`config.mk`:
```
export PLATFORM = sky130hd
export DESIGN_NAME = cmdq_sequencer
export DESIGN_NICKNAME = d
export VERILOG_FILES = /design/src/rtl/cmdq_pkg.sv /design/src/rtl/cmdq_regs.sv /design/src/rtl/cmdq_fsm.sv /design/src/rtl/cmdq_csel.sv /design/src/rtl/cmdq_sequencer.sv
export SDC_FILE = /design/constraint.sdc
export NUM_CORES = 1
export LEC_CHECK = 0
export BUFFER_PORTS_ARGS = -buffer_cell sky130_fd_sc_hd__clkbuf_2
export CORE_MARGIN = 8
export CORE_UTILIZATION = 45
export DETAILED_ROUTE_END_ITERATION = 16
export PLACE_DENSITY_LB_ADDON = 0.05
export SLEW_MARGIN = 20
export SYNTH_ARGS = -nofsm -noshare
export SYNTH_HDL_FRONTEND = slang
export SYNTH_SLANG_ARGS = --single-unit
```
`constraint.sdc`:
```
create_clock -name clk -period 2.75 [get_ports clk]
set_clock_uncertainty 0.2 [all_clocks]
set_input_delay 0.1375 -clock clk [delete_from_list [all_inputs] [get_ports clk]]
set_output_delay 0.1375 -clock clk [all_outputs]
set_load 0.03 [all_outputs]
```
`src/rtl/cmdq_pkg.sv`:
```
package cmdq_pkg;
  localparam int PTR_W = 4;
  localparam int NFLAG = 3;
  localparam int F_END = 0;
  localparam int F_COL = 1;
  localparam int F_ABT = 2;

  typedef enum logic {S_IDLE, S_RUN} seq_state_t;

  typedef struct packed {
    logic [PTR_W-1:0] first;
    logic [PTR_W-1:0] last;
    logic             loop_en;
    logic             loop_to_first;
    logic             cs_idle;
  } seq_cfg_t;
endpackage

```
`src/rtl/cmdq_regs.sv`:
```
module cmdq_regs
  import cmdq_pkg::*;
#(
  parameter int DW = 16
) (
  input  logic             clk,
  input  logic             rst_n,
  input  logic             reg_we,
  input  logic [1:0]       reg_addr,
  input  logic [DW-1:0]    reg_wdata,
  input  logic             busy,
  input  logic             evt_end,
  input  logic             evt_abort,
  output seq_cfg_t         cfg,
  output logic             halt,
  output logic [NFLAG-1:0] flags,
  output logic [NFLAG-1:0] irq_en,
  output logic             irq
);
  localparam int CLR_LSB = 4;

  seq_cfg_t         cfg_n;
  logic             halt_n;
  logic [NFLAG-1:0] flags_n, en_n, evt, clr;
  logic             wr_cfg, wr_halt, wr_irq;

  assign wr_cfg  = reg_we && (reg_addr == 2'd0);
  assign wr_halt = reg_we && (reg_addr == 2'd1);
  assign wr_irq  = reg_we && (reg_addr == 2'd2);

  always_comb begin
    evt        = '0;
    evt[F_END] = evt_end;
    evt[F_COL] = wr_cfg && busy;
    evt[F_ABT] = evt_abort;
    clr        = wr_irq ? reg_wdata[CLR_LSB +: NFLAG] : '0;
  end

  always_comb begin
    cfg_n  = cfg;
    halt_n = halt;
    en_n   = irq_en;
    if (wr_cfg && !busy) begin
      cfg_n.first         = reg_wdata[PTR_W-1:0];
      cfg_n.last          = reg_wdata[2*PTR_W-1:PTR_W];
      cfg_n.loop_en       = reg_wdata[8];
      cfg_n.loop_to_first = reg_wdata[9];
      cfg_n.cs_idle       = reg_wdata[10];
    end
    if (wr_halt) halt_n = reg_wdata[0];
    if (wr_irq)  en_n   = reg_wdata[NFLAG-1:0];
  end

  genvar g;
  generate
    for (g = 0; g < NFLAG; g++) begin : g_flag
      assign flags_n[g] = evt[g] | (flags[g] & ~clr[g]);
    end
  endgenerate

  always_ff @(posedge clk or negedge rst_n) begin
    if (!rst_n) begin
      cfg    <= '0;
      halt   <= 1'b0;
      flags  <= '0;
      irq_en <= '0;
    end else begin
      cfg    <= cfg_n;
      halt   <= halt_n;
      flags  <= flags_n;
      irq_en <= en_n;
    end
  end

  assign irq = |(flags & irq_en);
endmodule

```
`src/rtl/cmdq_fsm.sv`:
```
module cmdq_fsm
  import cmdq_pkg::*;
(
  input  logic             clk,
  input  logic             rst_n,
  input  logic             go,
  input  seq_cfg_t         cfg,
  input  logic             halt,
  input  logic             cmd_done,
  output logic             busy,
  output logic [PTR_W-1:0] cur,
  output logic [PTR_W-1:0] done_ptr,
  output logic             evt_end,
  output logic             evt_abort
);
  seq_state_t       state, state_n;
  logic [PTR_W-1:0] cur_n, dp_n;
  logic             at_end;

  assign at_end = (cur == cfg.last);

  always_comb begin
    state_n   = state;
    cur_n     = cur;
    dp_n      = done_ptr;
    evt_end   = 1'b0;
    evt_abort = 1'b0;
    unique case (state)
      S_IDLE: begin
        if (go) begin
          state_n = S_RUN;
          cur_n   = cfg.first;
        end
      end
      S_RUN: begin
        if (cmd_done) begin
          dp_n    = cur;
          evt_end = at_end;
          if (at_end && !cfg.loop_en) begin
            state_n = S_IDLE;
          end else if (halt) begin
            state_n   = S_IDLE;
            evt_abort = 1'b1;
          end else if (at_end) begin
            cur_n = cfg.loop_to_first ? cfg.first : '0;
          end else begin
            cur_n = cur + 1'b1;
          end
        end
      end
      default: state_n = S_IDLE;
    endcase
  end

  always_ff @(posedge clk or negedge rst_n) begin
    if (!rst_n) begin
      state    <= S_IDLE;
      cur      <= '0;
      done_ptr <= '0;
    end else begin
      state    <= state_n;
      cur      <= cur_n;
      done_ptr <= dp_n;
    end
  end

  assign busy = (state == S_RUN);
endmodule

```
`src/rtl/cmdq_csel.sv`:
```
module cmdq_csel #(
  parameter int CS_W = 4
) (
  input  logic            busy,
  input  logic            idle_lvl,
  input  logic [CS_W-1:0] ent_cs,
  output logic [CS_W-1:0] cs_out
);
  genvar g;
  generate
    for (g = 0; g < CS_W; g++) begin : g_cs
      assign cs_out[g] = busy ? ent_cs[g] : idle_lvl;
    end
  endgenerate
endmodule

```
`src/rtl/cmdq_sequencer.sv`:
```
module cmdq_sequencer
  import cmdq_pkg::*;
#(
  parameter int DW   = 16,
  parameter int CS_W = 4
) (
  input  logic             clk,
  input  logic             rst_n,
  input  logic             reg_we,
  input  logic [1:0]       reg_addr,
  input  logic [DW-1:0]    reg_wdata,
  input  logic             go,
  output logic             cmd_valid,
  output logic [PTR_W-1:0] cmd_idx,
  input  logic             cmd_done,
  input  logic [CS_W-1:0]  ent_cs,
  output logic [CS_W-1:0]  cs_out,
  output logic             busy,
  output logic [PTR_W-1:0] done_ptr,
  output logic [NFLAG-1:0] flags,
  output logic             irq
);
  seq_cfg_t         cfg;
  logic             halt, evt_end, evt_abort;
  logic [NFLAG-1:0] irq_en;

  cmdq_regs #(.DW(DW)) u_regs (
    .clk(clk), .rst_n(rst_n), .reg_we(reg_we), .reg_addr(reg_addr),
    .reg_wdata(reg_wdata), .busy(busy), .evt_end(evt_end),
    .evt_abort(evt_abort), .cfg(cfg), .halt(halt), .flags(flags),
    .irq_en(irq_en), .irq(irq)
  );

  cmdq_fsm u_fsm (
    .clk(clk), .rst_n(rst_n), .go(go), .cfg(cfg), .halt(halt),
    .cmd_done(cmd_done), .busy(busy), .cur(cmd_idx), .done_ptr(done_ptr),
    .evt_end(evt_end), .evt_abort(evt_abort)
  );

  cmdq_csel #(.CS_W(CS_W)) u_cs (
    .busy(busy), .idle_lvl(cfg.cs_idle), .ent_cs(ent_cs), .cs_out(cs_out)
  );

  assign cmd_valid = busy;
endmodule

```
After elaboration in Yosys (flattened, before gate mapping)
Index checks and enable logic that the tools add are counted.

operators by class
  multiplexer cells = 23
  add/subtract/negate cells = 1
  reductions and logical operators = 12
  bitwise operators = 11
  equality and inequality tests = 7

operators by type and width
  operator                                        count
  two-way mux 4 bit                               6
  two-way mux 1 bit                               14
  != test 2 bit (second input constant)           4
  one-hot mux 4 bit (2 select lines)              1
  logical AND 1 bit                               6
  adder 4 x 1 -> 4 bit (second input constant)    1
  == test 4 bit                                   1
  inverter 1 bit                                  4
  AND reduction 4 bit                             1
  AND 1 bit                                       3
  AND 3 bit                                       1
  two-way mux 3 bit                               1
  OR 1 bit                                        3
  OR reduction 3 bit                              1
  == test 2 x 1 -> 1 bit (second input constant)  1
  == test 2 bit (second input constant)           1
  logical NOT 1 bit                               2
  logical NOT 2 bit                               1
  one-hot mux 1 bit (2 select lines)              1
  AND reduction 2 bit                             1

word-level totals
  input port bits = 27
  output and inout port bits = 18
  register bits after elaboration = 27
  logic and storage cells = 65

Depth between registers and ports, before layout
  depth in word-level cells = 6
  depth in mapped cells = 6
  depth with buffers taken out = 5

Modules after synthesis
From an unflattened synthesis, not the netlist that was laid out.

second synthesis, totals
  cell total of the unflattened synthesis = 108
  area total of the unflattened synthesis = 1385.1 um2

modules (own cells, without submodules)
  module          seq. area each (um2)  cells each  area each (um2)  instances
  cmdq_regs       450.4                 47          748.2            1
  cmdq_fsm        225.2                 56          584.3            1
  cmdq_csel       0.0                   4           45.0             1
  cmdq_sequencer  0.0                   1           7.5              1

Least setup slack after synthesis
Ideal clock, no wire load.

  path type = register -> register
  from = reg u_fsm.cur[0]
  to = reg u_fsm.cur[1]
  library setup time = 0.125 ns
  setup slack = 0.890 ns
  path buffers = 1
  data required time = 2.425 ns
  arrival = 1.535 ns
  cell stages (with the launch flop) = 6
  period minus slack after synthesis = 1.860 ns
  path through = dfrtp_1 > xnor2_1 > nand4_1 > buf_4 > a21oi_4 > mux2_2

between the ends
  word-level cells in the longest chain between the ends = 6
  elaborated cells between the ends (all ways) = 10
  those cells by class = add/sub (1); eq/ne (2); mux (5); reduce/logical (2)

ends and longest elaborated chain
  what                                                   RTL line                        source
  start: declaration                                     cmdq_fsm.sv:11                  output logic [PTR_W-1:0] cur,
  start signal: assignment                               cmdq_fsm.sv:62                  cur <= cur_n;
  adder 4 x 1 -> 4 bit or == test 4 bit (tied branches)  cmdq_fsm.sv:47, cmdq_fsm.sv:20
  two-way mux 4 bit                                      cmdq_fsm.sv:44                  end else if (at_end) begin
  two-way mux 4 bit                                      cmdq_fsm.sv:41                  end else if (halt) begin
  two-way mux 4 bit                                      cmdq_fsm.sv:39                  if (at_end && !cfg.loop_en) begin
  two-way mux 4 bit                                      cmdq_fsm.sv:36                  if (cmd_done) begin
  one-hot mux 4 bit (2 select lines)                     cmdq_fsm.sv:28                  unique case (state)

Parallel ways exist; a longest one is shown, timed or not. The select of a mux whose other input is x is not followed.
A chain may end at the register's enable or synchronous reset.

Final worst setup path
  from = reg u_fsm.state (netlist: u_fsm.busy)
  to = reg u_regs.cfg[1] (netlist name)

between the ends
  word-level cells in the longest chain between the ends = 2

ends and longest elaborated chain
  what                      RTL line         source
  start: declaration        cmdq_fsm.sv:16   seq_state_t state, state_n;
  start signal: assignment  cmdq_fsm.sv:61   state <= state_n;
  logical NOT 1 bit         cmdq_regs.sv:43  if (wr_cfg && !busy) begin
  logical AND 1 bit         cmdq_regs.sv:43

No other way between the ends.

==> reports/qor.yml <==
outcome: "finished clean"
maxSlewViolCount: 0
grt_use_met3_pct: 5.650
setup_viol: 0
top_usage_layer: "met2"
path_clk_slew_ns: 0.14
critical_path_class: "flip-flop to flip-flop"
mostFrequentLayoutCells: "39 x clkbuf_2, 27 x dfrtp_1, 20 x dlygate4sd3_1"
worst_path_dominant_cell_family: "buffers and inverters"
slowest_stage: "dfrtp_1"
cts_resized: 0
grt_overflow: 0
synth_area_per_cell_um2: 11.65
core_area_um2: 2758
end_kind: "flip-flop"
grt_pass1_vias: 1186
fp.dieW_um: 70.09
drc: 0
crit_chain: "nor4b_4, buf_4, nand2_1, dlygate4sd3_1, o21ai_0, dlygate4sd3_1"
synthesis.instances: 113
design.die.area_um2: 4912
nFillCells: 241
power_density_nw_per_um2: 1000
insertedDiodeCount: 0
syn_nets: 141
cts.sinks: 27
dp_hpwl_um: 2249
die_h_um: 70.09
num_rows: 19
p_total_mw: 1.778
final_nets: 205
yosys_register_bits: 27
place_congestion: 0.7350
ios: 45
clock_path_buffers: 2
p_leak_nw: 0.8482
placed_cells: 180
grt_usage_pct: 13.62
cts_buffers: 3
fin_crit_ns: 2.552
fin_tns_setup_ns: 0
fin_crit_sh_pct: 92.81
crit_top_cell: "dlygate4sd3_1"
rsz0062_at_grt: "false"
yosysSeqAreaShare_pct: 51.33
cp-start-kind: "flip-flop"
met2_usage_pct: 23.25
gr-usage-met1_pct: 15.06
tightest_slew_ns: 0.6648
final_common_cell: "clkbuf_2"
pre_cts_ws_ns: 0.6463
maxCapViolCount: 0
dr.pass1.iters: 4
clock_latency_ns: 0.33
final_layout_size_suffix_gt1_share_pct: 40.34
post-route-cell-area_um2: 1778
timing.critical_path.slowest_cell_delay_ns: 0.57
antenna_found_initial: 0
worstPathArrival_ns: 2.63
cp.depth: 6
cts_tree: "yes"
yosys_warnings: 0
wire_per_inst_um: 14.82
htree_num_levels: 1
placed_cell_area_um2: 1528
port_buffers: 39
ir_drop_mv: 0.7523
syn-cell-area_um2: 1316
grt_pass1_wl_um: 5554
antenna_left: 0
cp_max_fo: 13
yosys.cell_types.count: 33
cp_num_buf_inv: 3
start_util_pct: 47.73
wl_um: 3068
hold_class: "primary input to asynchronous set/reset pin"
grt_max_degree: 28
stdcell_count: 207
slew_headroom_pct: 55.68
num_vias: 1084
max_freq_mhz: 391.8
fin_ws_ns: 0.1978
areaGrowthSynthToFinish_pct: 35.08
root_buffer: "clkbuf_4"
first_iter_violations: 22
hold_viol: 0
via_per_inst: 5.237
crit_required_ns: 2.83
r2r_cells: 6
==> Yosys cell counts <==
cell	count	share of area, %
a211oi_1	1	0.57
a21oi_1	2	0.76
a21oi_4	1	1.2
a221o_1	1	0.76
a222oi_1	1	0.76
a31oi_1	1	0.48
a32o_1	1	0.76
a32oi_1	1	0.67
and3_1	1	0.48
and4b_1	1	0.76
buf_4	3	1.7
buf_6	1	0.86
clkbuf_1	1	0.28
dfrtp_1	27	51
ha_1	1	0.95
inv_1	2	0.57
mux2_2	19	16
nand2_1	18	5.1
nand2_2	1	0.48
nand2b_1	1	0.48
nand2b_2	1	0.67
nand3_1	3	1.1
nand3b_1	1	0.57
nand4_1	1	0.48
nor2_1	3	0.86
nor2b_1	1	0.48
nor4b_4	1	1.8
o2111ai_1	1	0.67
o21ai_0	8	3.0
o21bai_1	2	1.1
o2bb2ai_1	1	0.67
or2b_1	1	0.57
xnor2_1	4	2.7
==> layer usage <==
metal,vias to the layer above,share of wire [%]
li1,531,-
met1,506,42
met2,40,48
met3,7,8.4
met4,0,1.6
met5,-,0
==> metrics by stage <==
stage,utilization [%],hold slack [ns]
after floorplan,-,-0.3581
after global placement,55.40,-0.0001588
after detailed placement,55.40,0.003973
after CTS,63.66,0.1653
after global routing,64.47,0.2035
final,64.47,0.1485
==> registers in the layout, indices dropped and copies added, names as in the netlist <==
name            cells
u_fsm.busy          1
u_fsm.cur           4
u_fsm.done_ptr      4
u_regs.cfg         11
u_regs.flags        3
u_regs.halt         1
u_regs.irq_en       3
==> path summary, 6_finish.rpt <==
kind                                    start  slack (ns)               to
max in group asynchronous               rst_n        1.77  u_regs.flags[1]
worst max register to register     u_fsm.busy        0.20    u_regs.cfg[1]
worst min-delay path                    rst_n        0.15    u_regs.cfg[0]
worst max-delay path               u_fsm.busy        0.20    u_regs.cfg[1]
min in group clk                u_regs.cfg[0]        0.33    u_regs.cfg[0]
worst min register to register  u_regs.cfg[0]        0.33    u_regs.cfg[0]
==> power breakdown <==
group	switching, mW	internal (mW)	leakage (nW)
clock	0.117	0.0547	0.0177
combinational	0.492	0.386	0.507
sequential	0.165	0.564	0.323
total	0.774	1.00	0.848
==> repair_timing <==
action / 4_1_cts / 5_1_grt
setup buffers: 0 / 3
setup endpoints to repair: 0 / 1
hold endpoints to repair: 47 / 0
hold buffers: 20 / 0
==> cell type report <==
type,count,area (um^2),share of cell area (%)
clock inverter,1,5.005,0.2815
sequential,27,675.6,38.00
multi-input combinational,79,595.6,33.50
inverter,2,7.507,0.4222
tap,31,38.79,2.182
timing repair buffer,64,432.9,24.35
clock buffer,3,22.52,1.267
==> kinds of logic after synthesis <==
logic type,synth area share (%)
and+or+nand+nor,13.88
DFF,51.33
AOI/OAI and AO/OA,11.50
muxes,16.26
buffers and inverters,3.422
xor gates and xnor gates,2.661
adders and majority gates,0.9504
Power figures use the tool's default switching activity.
